File: src/rtl/rotor_cipher_pkg.sv
// Shared counts, types and nibble substitution maps for the rotor cipher.
// Assumes four channels and three rotors of byte width.
package rotor_cipher_pkg;

    localparam int NCH  = 4;
    localparam int NROT = 3;
    localparam int CH_W = $clog2(NCH);

    typedef logic [7:0] byte_t;
    typedef logic [NROT-1:0][7:0] rotset_t;
    typedef logic [NCH-1:0][NROT-1:0][7:0] chanset_t;

    typedef enum logic [1:0] {
        ST_CHAN = 2'd0,
        ST_LEN  = 2'd1,
        ST_BODY = 2'd2
    } hdr_state_e;

    typedef struct packed {
        logic            v;
        logic            dec;
        logic [CH_W-1:0] ch;
        rotset_t         pos;
        byte_t           d;
    } stage_t;

    // Forward nibble maps: high 5h+3, low 11l+7 (mod 16).
    function automatic byte_t sub_fwd(input byte_t b);
        logic [3:0] hi;
        logic [3:0] lo;
        hi = b[7:4] * 4'd5 + 4'd3;
        lo = b[3:0] * 4'd11 + 4'd7;
        return {hi, lo};
    endfunction

    // Inverse nibble maps: high 13m+9, low 3m+11 (mod 16).
    function automatic byte_t sub_inv(input byte_t b);
        logic [3:0] hi;
        logic [3:0] lo;
        hi = b[7:4] * 4'd13 + 4'd9;
        lo = b[3:0] * 4'd3 + 4'd11;
        return {hi, lo};
    endfunction

endpackage

File: src/rtl/rc_hdr_ctrl.sv
// Packet parser: reads a channel byte and a length byte, then counts the
// payload bytes down to zero. Assumes one byte per in_valid cycle.
module rc_hdr_ctrl
    import rotor_cipher_pkg::*;
(
    input  logic            clk,
    input  logic            rst_n,
    input  logic            in_valid,
    input  byte_t           in_byte,
    output logic            fire,
    output logic            hdr_load,
    output logic [CH_W-1:0] sel_chan,
    output hdr_state_e      state,
    output byte_t           remaining
);

    logic [CH_W-1:0] chan_q;

    // Header parsing and the payload down-counter.
    always_ff @(posedge clk) begin
        if (!rst_n) begin
            state     <= ST_CHAN;
            chan_q    <= '0;
            remaining <= '0;
        end else if (in_valid) begin
            case (state)
                ST_CHAN: begin
                    chan_q <= in_byte[CH_W-1:0];
                    state  <= ST_LEN;
                end
                ST_LEN: begin
                    remaining <= in_byte;
                    state     <= (in_byte == 8'd0) ? ST_CHAN : ST_BODY;
                end
                ST_BODY: begin
                    remaining <= remaining - 8'd1;
                    if (remaining == 8'd1) state <= ST_CHAN;
                end
                default: state <= ST_CHAN;
            endcase
        end
    end

    // Strobes and the channel that the rotor bank addresses.
    always_comb begin
        fire     = in_valid && (state == ST_BODY);
        hdr_load = in_valid && (state == ST_CHAN);
        sel_chan = (state == ST_CHAN) ? in_byte[CH_W-1:0] : chan_q;
    end

endmodule

File: src/rtl/rc_odometer.sv
// Rotor positions for one channel. They step like an odometer and reload
// the initial values on load. Assumes load and step are never set together.
module rc_odometer
    import rotor_cipher_pkg::*;
#(
    parameter rotset_t INIT = '0
) (
    input  logic    clk,
    input  logic    rst_n,
    input  logic    load,
    input  logic    step,
    output rotset_t pos
);

    rotset_t pos_nxt;
    logic    carry;

    // Ripple the carry from rotor 0 upward.
    always_comb begin
        pos_nxt = pos;
        carry   = 1'b1;
        for (int i = 0; i < NROT; i++) begin
            if (carry) pos_nxt[i] = pos[i] + 8'd1;
            carry = carry && (pos[i] == 8'hFF);
        end
    end

    // Position register with reload and step.
    always_ff @(posedge clk) begin
        if (!rst_n)    pos <= INIT;
        else if (load) pos <= INIT;
        else if (step) pos <= pos_nxt;
    end

endmodule

File: src/rtl/rc_rotor_bank.sv
// One odometer per channel; the one addressed by chan loads, steps, and is
// shown on act_pos.
module rc_rotor_bank
    import rotor_cipher_pkg::*;
#(
    parameter chanset_t CH_INIT = '0
) (
    input  logic            clk,
    input  logic            rst_n,
    input  logic            load,
    input  logic            step,
    input  logic [CH_W-1:0] chan,
    output rotset_t         act_pos
);

    rotset_t pos_all [NCH];

    for (genvar c = 0; c < NCH; c++) begin : g_chan
        rc_odometer #(
            .INIT(CH_INIT[c])
        ) u_odo (
            .clk  (clk),
            .rst_n(rst_n),
            .load (load && (chan == CH_W'(c))),
            .step (step && (chan == CH_W'(c))),
            .pos  (pos_all[c])
        );
    end

    assign act_pos = pos_all[chan];

endmodule

File: src/rtl/rc_rotor_pipe.sv
// Pipelined cipher datapath: an entry stage (inverse nibble map when
// decrypting), one stage per forward rotor (the reflector sits in the last
// one), one mirrored stage per return rotor, and an output stage (forward
// nibble map when encrypting). Each stage carries the rotor positions and
// channel of its own byte, so the return stages undo exactly what the
// forward stages added.
module rc_rotor_pipe
    import rotor_cipher_pkg::*;
#(
    parameter chanset_t CH_KEY  = '0,
    parameter byte_t    REFLECT = 8'h5A
) (
    input  logic            clk,
    input  logic            rst_n,
    input  logic            fire,
    input  logic            decrypt,
    input  byte_t           in_byte,
    input  logic [CH_W-1:0] chan,
    input  rotset_t         pos,
    output logic            out_valid,
    output byte_t           out_byte
);

    localparam int NSTG = 2 * NROT + 1;

    stage_t stg_q [NSTG];
    stage_t stg_d [NSTG];

    // Next value of every stage: entry, forward rotors, return rotors.
    always_comb begin
        stg_d[0].v   = fire;
        stg_d[0].dec = decrypt;
        stg_d[0].ch  = chan;
        stg_d[0].pos = pos;
        stg_d[0].d   = decrypt ? sub_inv(in_byte) : in_byte;
        for (int i = 0; i < NROT; i++) begin
            stg_d[i+1]   = stg_q[i];
            stg_d[i+1].d = stg_q[i].d + CH_KEY[stg_q[i].ch][i] + stg_q[i].pos[i];
        end
        stg_d[NROT].d = stg_d[NROT].d ^ REFLECT;
        for (int j = 0; j < NROT; j++) begin
            stg_d[NROT+1+j]   = stg_q[NROT+j];
            stg_d[NROT+1+j].d = stg_q[NROT+j].d
                              - CH_KEY[stg_q[NROT+j].ch][NROT-1-j]
                              - stg_q[NROT+j].pos[NROT-1-j];
        end
    end

    // Stage registers and the output register.
    always_ff @(posedge clk) begin
        if (!rst_n) begin
            for (int k = 0; k < NSTG; k++) stg_q[k] <= '0;
            out_valid <= 1'b0;
            out_byte  <= '0;
        end else begin
            for (int k = 0; k < NSTG; k++) stg_q[k] <= stg_d[k];
            out_valid <= stg_q[NSTG-1].v;
            out_byte  <= stg_q[NSTG-1].dec ? stg_q[NSTG-1].d
                                           : sub_fwd(stg_q[NSTG-1].d);
        end
    end

endmodule

File: src/rtl/rotor_cipher_top.sv
// Multi-channel rotor cipher top. Wires the header parser, the per-channel
// rotor bank and the cipher pipeline together. The keys and the initial
// positions are fixed per channel by parameters.
module rotor_cipher_top
    import rotor_cipher_pkg::*;
#(
    parameter chanset_t CH_KEY  = {{8'd11, 8'd22, 8'd33}, {8'd44, 8'd55, 8'd66},
                                   {8'd77, 8'd88, 8'd99}, {8'd3,  8'd5,  8'd7}},
    parameter chanset_t CH_INIT = '0,
    parameter byte_t    REFLECT = 8'h5A
) (
    input  logic  clk,
    input  logic  rst_n,
    input  logic  in_valid,
    input  byte_t in_byte,
    input  logic  decrypt,
    output logic  out_valid,
    output byte_t out_byte
);

    localparam int LATENCY = 2 * NROT + 2;

    logic            fire;
    logic            hdr_load;
    logic [CH_W-1:0] sel_chan;
    hdr_state_e      hdr_state;
    byte_t           remaining;
    rotset_t         act_pos;

    rc_hdr_ctrl u_ctrl (
        .clk      (clk),
        .rst_n    (rst_n),
        .in_valid (in_valid),
        .in_byte  (in_byte),
        .fire     (fire),
        .hdr_load (hdr_load),
        .sel_chan (sel_chan),
        .state    (hdr_state),
        .remaining(remaining)
    );

    rc_rotor_bank #(
        .CH_INIT(CH_INIT)
    ) u_bank (
        .clk    (clk),
        .rst_n  (rst_n),
        .load   (hdr_load),
        .step   (fire),
        .chan   (sel_chan),
        .act_pos(act_pos)
    );

    rc_rotor_pipe #(
        .CH_KEY (CH_KEY),
        .REFLECT(REFLECT)
    ) u_pipe (
        .clk      (clk),
        .rst_n    (rst_n),
        .fire     (fire),
        .decrypt  (decrypt),
        .in_byte  (in_byte),
        .chan     (sel_chan),
        .pos      (act_pos),
        .out_valid(out_valid),
        .out_byte (out_byte)
    );

endmodule

File: config.mk
export PLATFORM = sky130hd
export DESIGN_NAME = rotor_cipher_top
export DESIGN_NICKNAME = d
export VERILOG_FILES = /design/src/rtl/rotor_cipher_pkg.sv /design/src/rtl/rc_hdr_ctrl.sv /design/src/rtl/rc_odometer.sv /design/src/rtl/rc_rotor_bank.sv /design/src/rtl/rc_rotor_pipe.sv /design/src/rtl/rotor_cipher_top.sv
export SDC_FILE = /design/constraint.sdc
export NUM_CORES = 1
export LEC_CHECK = 0
export BUFFER_PORTS_ARGS = -buffer_cell sky130_fd_sc_hd__buf_2
export CORE_ASPECT_RATIO = 0.6
export CORE_MARGIN = 2
export CORE_UTILIZATION = 50
export DETAILED_ROUTE_END_ITERATION = 10
export PLACE_DENSITY = 0.75
export REMOVE_ABC_BUFFERS = 1
export SLEW_MARGIN = 20
export SYNTH_ARGS = -nofsm -noshare
export SYNTH_HDL_FRONTEND = slang
export SYNTH_HIERARCHICAL = 1
export SYNTH_SLANG_ARGS = --single-unit
File: constraint.sdc
create_clock -name clk -period 4.5 [get_ports clk]
set_input_delay 0.9 -clock clk [delete_from_list [all_inputs] [get_ports clk]]
set_output_delay 0.9 -clock clk [all_outputs]
set_load 0.02 [all_outputs]
[Word level (Yosys, flattened, before mapping)]
Memories as Yosys holds them, arrays and structs flattened.
Cells that the tools add are included.
Storage, ports and cells
  bits in registers: 117
  bits in writable memories: 252
  bits of input ports: 12
  output and inout bits: 9
  logic and storage cells: 146
  memories: 1
Cells by class
  add/subtract/negate cells: 29
  multiply operators: 4
  magnitude comparators: 7
  equality and inequality tests: 15
  multiplexer cells: 31
  bitwise operators: 10
  reductions and logical operators: 32
Memories
  u_pipe.stg_q: depth 7, bits a word 36, rd ports 7, clocked after memory_dff 0, write ports 7, line rc_rotor_pipe.sv:26  | stage_t stg_q [NSTG];
Operator list (count)
  24-bit binary-select mux with 2-bit select: 7
  36-bit two-way mux: 7
  8-bit by 1-bit adder with 8-bit output, second input constant: 12
  24-bit two-way mux: 4
  8-bit == test, second input constant: 8
  8-bit adder: 6
  8-bit subtractor: 6
  16-bit two-way mux: 2
  8-bit two-way mux: 4
  2-bit AND reduction: 10
  2-bit by 3-bit less-than comparator with 1-bit output, second input constant: 6
  8-bit one-hot mux with 2 select lines: 1
  1-bit logical AND: 14
  4-bit adder, second input constant: 2
  8-bit by 1-bit == test with 1-bit output, second input constant: 1
  8-bit logical NOT: 1
  4-bit by 3-bit multiplier with 4-bit output, second input constant: 2
  2-bit OR reduction: 4
  8-bit by 1-bit subtractor with 8-bit output, second input constant: 1
  1-bit bitwise OR: 7
  2-bit == test, second input constant: 3
  2-bit two-way mux: 3
  2-bit one-hot mux with 3 select lines: 1
  4-bit by 2-bit adder with 4-bit output, second input constant: 1
  12 further kinds: 15

[Depth between registers and ports, before layout]
  depth in word-level cells: 7
  mapped depth: 12
  gate-level depth less buffers: 12

[Modules after synthesis]
Netlist, hierarchy kept.
Modules (own cells, without submodules)
  rc_rotor_pipe: instances 1, cells each 885, area an instance 9073.7 µm², sequential area each 4224.1 µm²
  rc_odometer: instances 4, cells each 123, area an instance 1104.8 µm², sequential area each 480.5 µm²
  rc_hdr_ctrl: instances 1, cells each 95, area an instance 799.5 µm², sequential area each 240.2 µm²
  rc_rotor_bank: instances 1, cells each 39, area an instance 686.9 µm², sequential area each 0.0 µm²

[Least setup slack after synthesis]
OpenSTA, ideal clock, no wires.
  path kind: input to register
  start: in in_byte[0]
  end: reg u_bank/g_chan[0].u_odo/pos[21] in the netlist's numbering
  library setup time: 71 ps
  arrival time: 3266 ps
  data required time: 4429 ps
  setup slack: 1164 ps
  cell stages on the path: 9
  path buffers: 3
  path through: mux2_2 buf_6 buf_6 nor3b_1 nand4_1 or3_1 buf_6 or4_1 a21oi_1
Between the ends
  longest elaborated chain between the ends: 4
  elaborated cells on any way between the ends: 6
  classes of those cells: mux: 1; reduce/logical: 5
Ends and longest elaborated chain
  start: declaration: line rotor_cipher_top.sv:15  | input byte_t in_byte,
  2-bit two-way mux (*): line rc_hdr_ctrl.sv:48  | sel_chan = (state == ST_CHAN) ? in_byte[CH_W-1:0] : chan_q;
  2-bit logical NOT (*): line rc_rotor_bank.sv:24, rc_rotor_bank.sv:25
  1-bit logical AND (on tied branches): line rc_rotor_bank.sv:25, rc_rotor_bank.sv:24
  2-bit AND reduction (no line) or 2-bit OR reduction (tied branches)
  end signal: assignment: line rc_odometer.sv:32  | else if (step) pos <= pos_nxt;
  end: declaration: line rc_odometer.sv:12  | output rotset_t pos
Every way passes the cells marked *; elsewhere a longest branch is shown, timed or not.
A chain may end at the register's enable or synchronous reset.

[Worst setup path after layout]
  start: reg u_ctrl.state[0]
  end: reg u_bank/g_chan[0].u_odo/pos[23] in the netlist's numbering
Between the ends
  elaborated cells on any way between the ends: 10
  classes of those cells: eq/ne: 1; mux: 1; reduce/logical: 8
RTL lines
  start: declaration: line rc_hdr_ctrl.sv:13  | output hdr_state_e state,
  start signal: assignment: line rc_hdr_ctrl.sv:33  | state <= (in_byte == 8'd0) ? ST_CHAN : ST_BODY;
  2-bit == test: line rc_hdr_ctrl.sv:46  | fire = in_valid && (state == ST_BODY);
  1-bit logical AND: line rc_hdr_ctrl.sv:46
  via fire: line rotor_cipher_top.sv:23  | logic fire;
  1-bit logical AND: line rc_rotor_bank.sv:25  | .step (step && (chan == CH_W'(c))),
  2-bit AND reduction (no line)
The timed path passes the listed nets, and every way through them passes these cells.

==> out/qor.yml <==
run_status:
  status: "complete, no violations"
critical_path:
  crit_chain: "inv_1 > ha_1 > and2_1 > nor3b_1 > buf_4 > nand4_1 > buf_4 > or3_1 > or4_1 > a21oi_1"
  worstSetupEndpointType: "flip-flop"
  cp.arrival_ns: 3.78
  slowest_delay_ns: 0.54
  worstPathMaxFanout: 15
  path_class: "reg -> reg"
  start_kind: "flip-flop"
  crit_family: "simple AND/OR/NAND/NOR gates"
  path_buf_inv: 3
  crit_required_ns: 4.97
  cpMaxStageDelayCell: "or4_1"
  cp_common_cell: "buf_4"
sta:
  fin_crit_sh_pct: 73.4
  max_clock_freq_mhz: 303
  max-slew-margin-rel_pct: 35.8
  worst_pin_slew_ns: 0.963
  holdWs_ns: 0.426
  finClkSkew_ns: 0.0115
  finalHoldViolCount: 0
  setup_viol: 0
  finalMaxSlewViolations: 0
  rsz0062_at_grt: "false"
  finalCriticalPeriod_ns: 3.30
  timing.setup.tns_ns: 0
final_layout:
  final_area_mm2: 0.0164
  num-fill-cells: 2516
  nets: 1662
  drive_above_1_share_pct: 8.26
  syn_to_final_growth_pct: 9.71
global_route:
  grt_pass1_vias: 9719
  grt_pass1_wl_mm: 48.7
  grt_start_max_net_pins: 93
  antenna_found_initial: 1
  track_usage_pct: 18.9
  grt_overflow: 0
clock_tree:
  cts_tree: "built"
  cts_sinks: 319
  worstSkewPairLatency_ns: 0.57
  cts_max_path_buffers: 3
  cts_resized: 0
  clk_pin_slew_ns: 0.07
  root_buffer: "clkbuf_16"
  htree_levels: 1
  cts-hold-fix-buffers: 0
  postCtsSetupRepairBufs: 0
  cts_buffers: 29
yosys:
  synth_cell_types: 70
  ys_seq_area_share_pct: 42.6
  synth_area_leader_cell: "dfxtp_1"
  synth-warning-count: 6
  netlist_area_mm2: 0.0150
  synth_flop_cell: "dfxtp_1"
  synth_edf_count: 0
  synthCells: 1511
  avgSynthCellArea_um2: 9.91
  async_flop_share_pct: 0
  synth_top_cell_area_share_pct: 42.6
  synth_area_leaders: "dfxtp_1, ha_1, and2_1"
  ys_seq_elements: 319
pwr:
  seqPwrFrac_pct: 42.8
  pwr-share-clk_pct: 37.0
  power_density_mw_per_mm2: 442
  peakVddDrop_mv: 0.298
  p_sw_uw: 2010
  internal_power_uw: 5260
  power_frac_comb_pct: 20.2
  swShare_pct: 27.6
  power.leakage_uw: 0.00668
die:
  io-pin-count: 21
  num_rows: 49
  die_y_um: 138
  core_area_mm2: 0.0297
  start_util_pct: 50.4
  die_w_um: 227
  dieArea_mm2: 0.0314
drt:
  drtAntennaViolNets: 0
  routed_wl_mm: 28.9
  dr.first_iter.drc_count: 897
  num_vias: 10200
  viasPerCell: 5.25
  routedWlPerCell_um: 14.9
  drc_errors: 0
  first_pass_iters: 6
min_path:
  hold_class: "reg -> reg"
placed_design:
  hpwl_mm: 20.8
  placed_area_mm2: 0.0154
  port_buffers: 20
  place_congestion: 0.868
run:
  max_cap_violations: 0
[power groups by stage]
stage / logic (uW) / clock network (uW) / registers [uW]
after floorplan: 1110 / 0 / 3180
after global placement: 1400 / 0 / 3170
after detailed placement: 1460 / 0 / 3170
after CTS: 1480 / 2750 / 3110
after global routing: 1690 / 2870 / 3130
final: 1470 / 2690 / 3110
[cell usage in the layout (no fill, tap or decap), types with 13 or more instances in the layout]
| cell type | netlist | routed |
|---|---|---|
| dfxtp_1 | 319 | 319 |
| clkbuf_16 | 0 | 29 |
| o31ai_1 | 16 | 16 |
| nor4_1 | 19 | 19 |
| mux4_2 | 22 | 22 |
| a21oi_1 | 47 | 47 |
| nand2_1 | 58 | 58 |
| or4_1 | 19 | 19 |
| nand2b_1 | 13 | 13 |
| and2_1 | 147 | 147 |
| xor2_1 | 28 | 28 |
| nand3_1 | 33 | 33 |
| inv_1 | 146 | 145 |
| o21ai_0 | 21 | 21 |
| nand4_1 | 26 | 26 |
| nor2_1 | 148 | 148 |
| buf_2 | 4 | 19 |
| mux2i_1 | 17 | 17 |
| nor3_1 | 18 | 18 |
| fa_1 | 42 | 42 |
| xnor2_1 | 74 | 74 |
| ha_1 | 92 | 92 |
[synthesized netlist by cell type, types with 5 or more instances]
| library cell | number |
|---|---|
| a211oi_1 | 12 |
| dfxtp_1 | 319 |
| nand3_1 | 33 |
| and4_1 | 10 |
| mux4_2 | 22 |
| o31ai_1 | 16 |
| and2_1 | 147 |
| xor2_1 | 28 |
| a211o_1 | 5 |
| or4_1 | 19 |
| o21ai_1 | 9 |
| nor2_1 | 148 |
| or3_1 | 10 |
| inv_1 | 146 |
| nor4_1 | 19 |
| xnor2_1 | 74 |
| nor2b_1 | 11 |
| ha_1 | 92 |
| nand2b_1 | 13 |
| mux2i_1 | 17 |
| nand4_1 | 26 |
| buf_6 | 6 |
| nand2_1 | 58 |
| clkbuf_1 | 43 |
| fa_1 | 42 |
| nor3_1 | 18 |
| o21ai_0 | 21 |
| a21o_1 | 11 |
| o211ai_1 | 5 |
| a21oi_1 | 47 |
| nor3b_1 | 9 |
[cell type report]
cell class	count	area, um2	area share, %
sequential	319	6390	38.9
multi-input combinational	989	7740	47.1
antenna	1	2.50	0.0152
timing repair buffer	30	178	1.08
clock inverter	18	272	1.65
inverter	147	552	3.36
tap	408	510	3.11
clock buffer	35	788	4.80
[state kept, by name, indices dropped and copies added (netlist names)]
name                     count
u_pipe/stg_q               202
u_pipe/out_valid             1
u_ctrl/remaining             8
u_bank/g_chan.u_odo/pos     96
u_pipe/out_byte              8
u_ctrl/state                 2
u_ctrl/chan_q                2
[metal layers]
| layer | part of all wire [%] | GRT usage, % | routed length [um] |
|---|---|---|---|
| met5 | 0 | 0 | 0 |
| met4 | 1.4 | 3.47 | 418 |
| met3 | 7.4 | 3.93 | 2150 |
| met1 | 51 | 29.8 | 14700 |
| met2 | 40 | 26.6 | 11700 |
[worst paths after layout]
| kind | start | cells after the start | endpoint | slack (ns) |
|---|---|---|---|---|
| max | u_ctrl/state[0] | 10 | u_bank/g_chan[0].u_odo/pos[23] | 1.20 |
| min | u_pipe/stg_q[0][22] | 1 | u_pipe/stg_q[0][58] | 0.43 |
| max reg2reg | u_ctrl/state[0] | 10 | u_bank/g_chan[0].u_odo/pos[23] | 1.20 |
| min reg2reg | u_pipe/stg_q[0][22] | 1 | u_pipe/stg_q[0][58] | 0.43 |
[logic make-up after synthesis]
group                    count (synthesis)  synth area share [%]
adder cells (fa/ha/maj)                134                  13.3
multiplexers                            43                  4.94
flip-flops                             319                  42.6
AND/OR/NAND/NOR                        550                  20.5
XOR/XNOR                               103                  6.07
AO/OA/AOI/OAI                          159                  6.92
buffers and inverters                  203                  5.66
[through the flow]
step / setup slack [ns] / utilization [%] / instances / power [uW]
floorplan: 0.783 / - / 1455 / 4290
global placement: 1.10 / 51.7 / 1893 / 4570
detailed placement: 1.04 / 51.7 / 1893 / 4630
CTS: 1.30 / 55.3 / 1946 / 7340
global route: 1.01 / 55.3 / 1946 / 7690
finish: 1.20 / 55.3 / 1947 / 7270
[worst reg2reg max path, stage by stage, from the launching register on]
cell,delay (ns)
dfxtp_1,0.34
inv_1,0.12
ha_1,0.53
and2_1,0.33
nor3b_1,0.22
buf_4,0.17
nand4_1,0.07
buf_4,0.19
or3_1,0.49
or4_1,0.54
a21oi_1,0.20
Note: power is estimated with default switching activity, not from simulation.
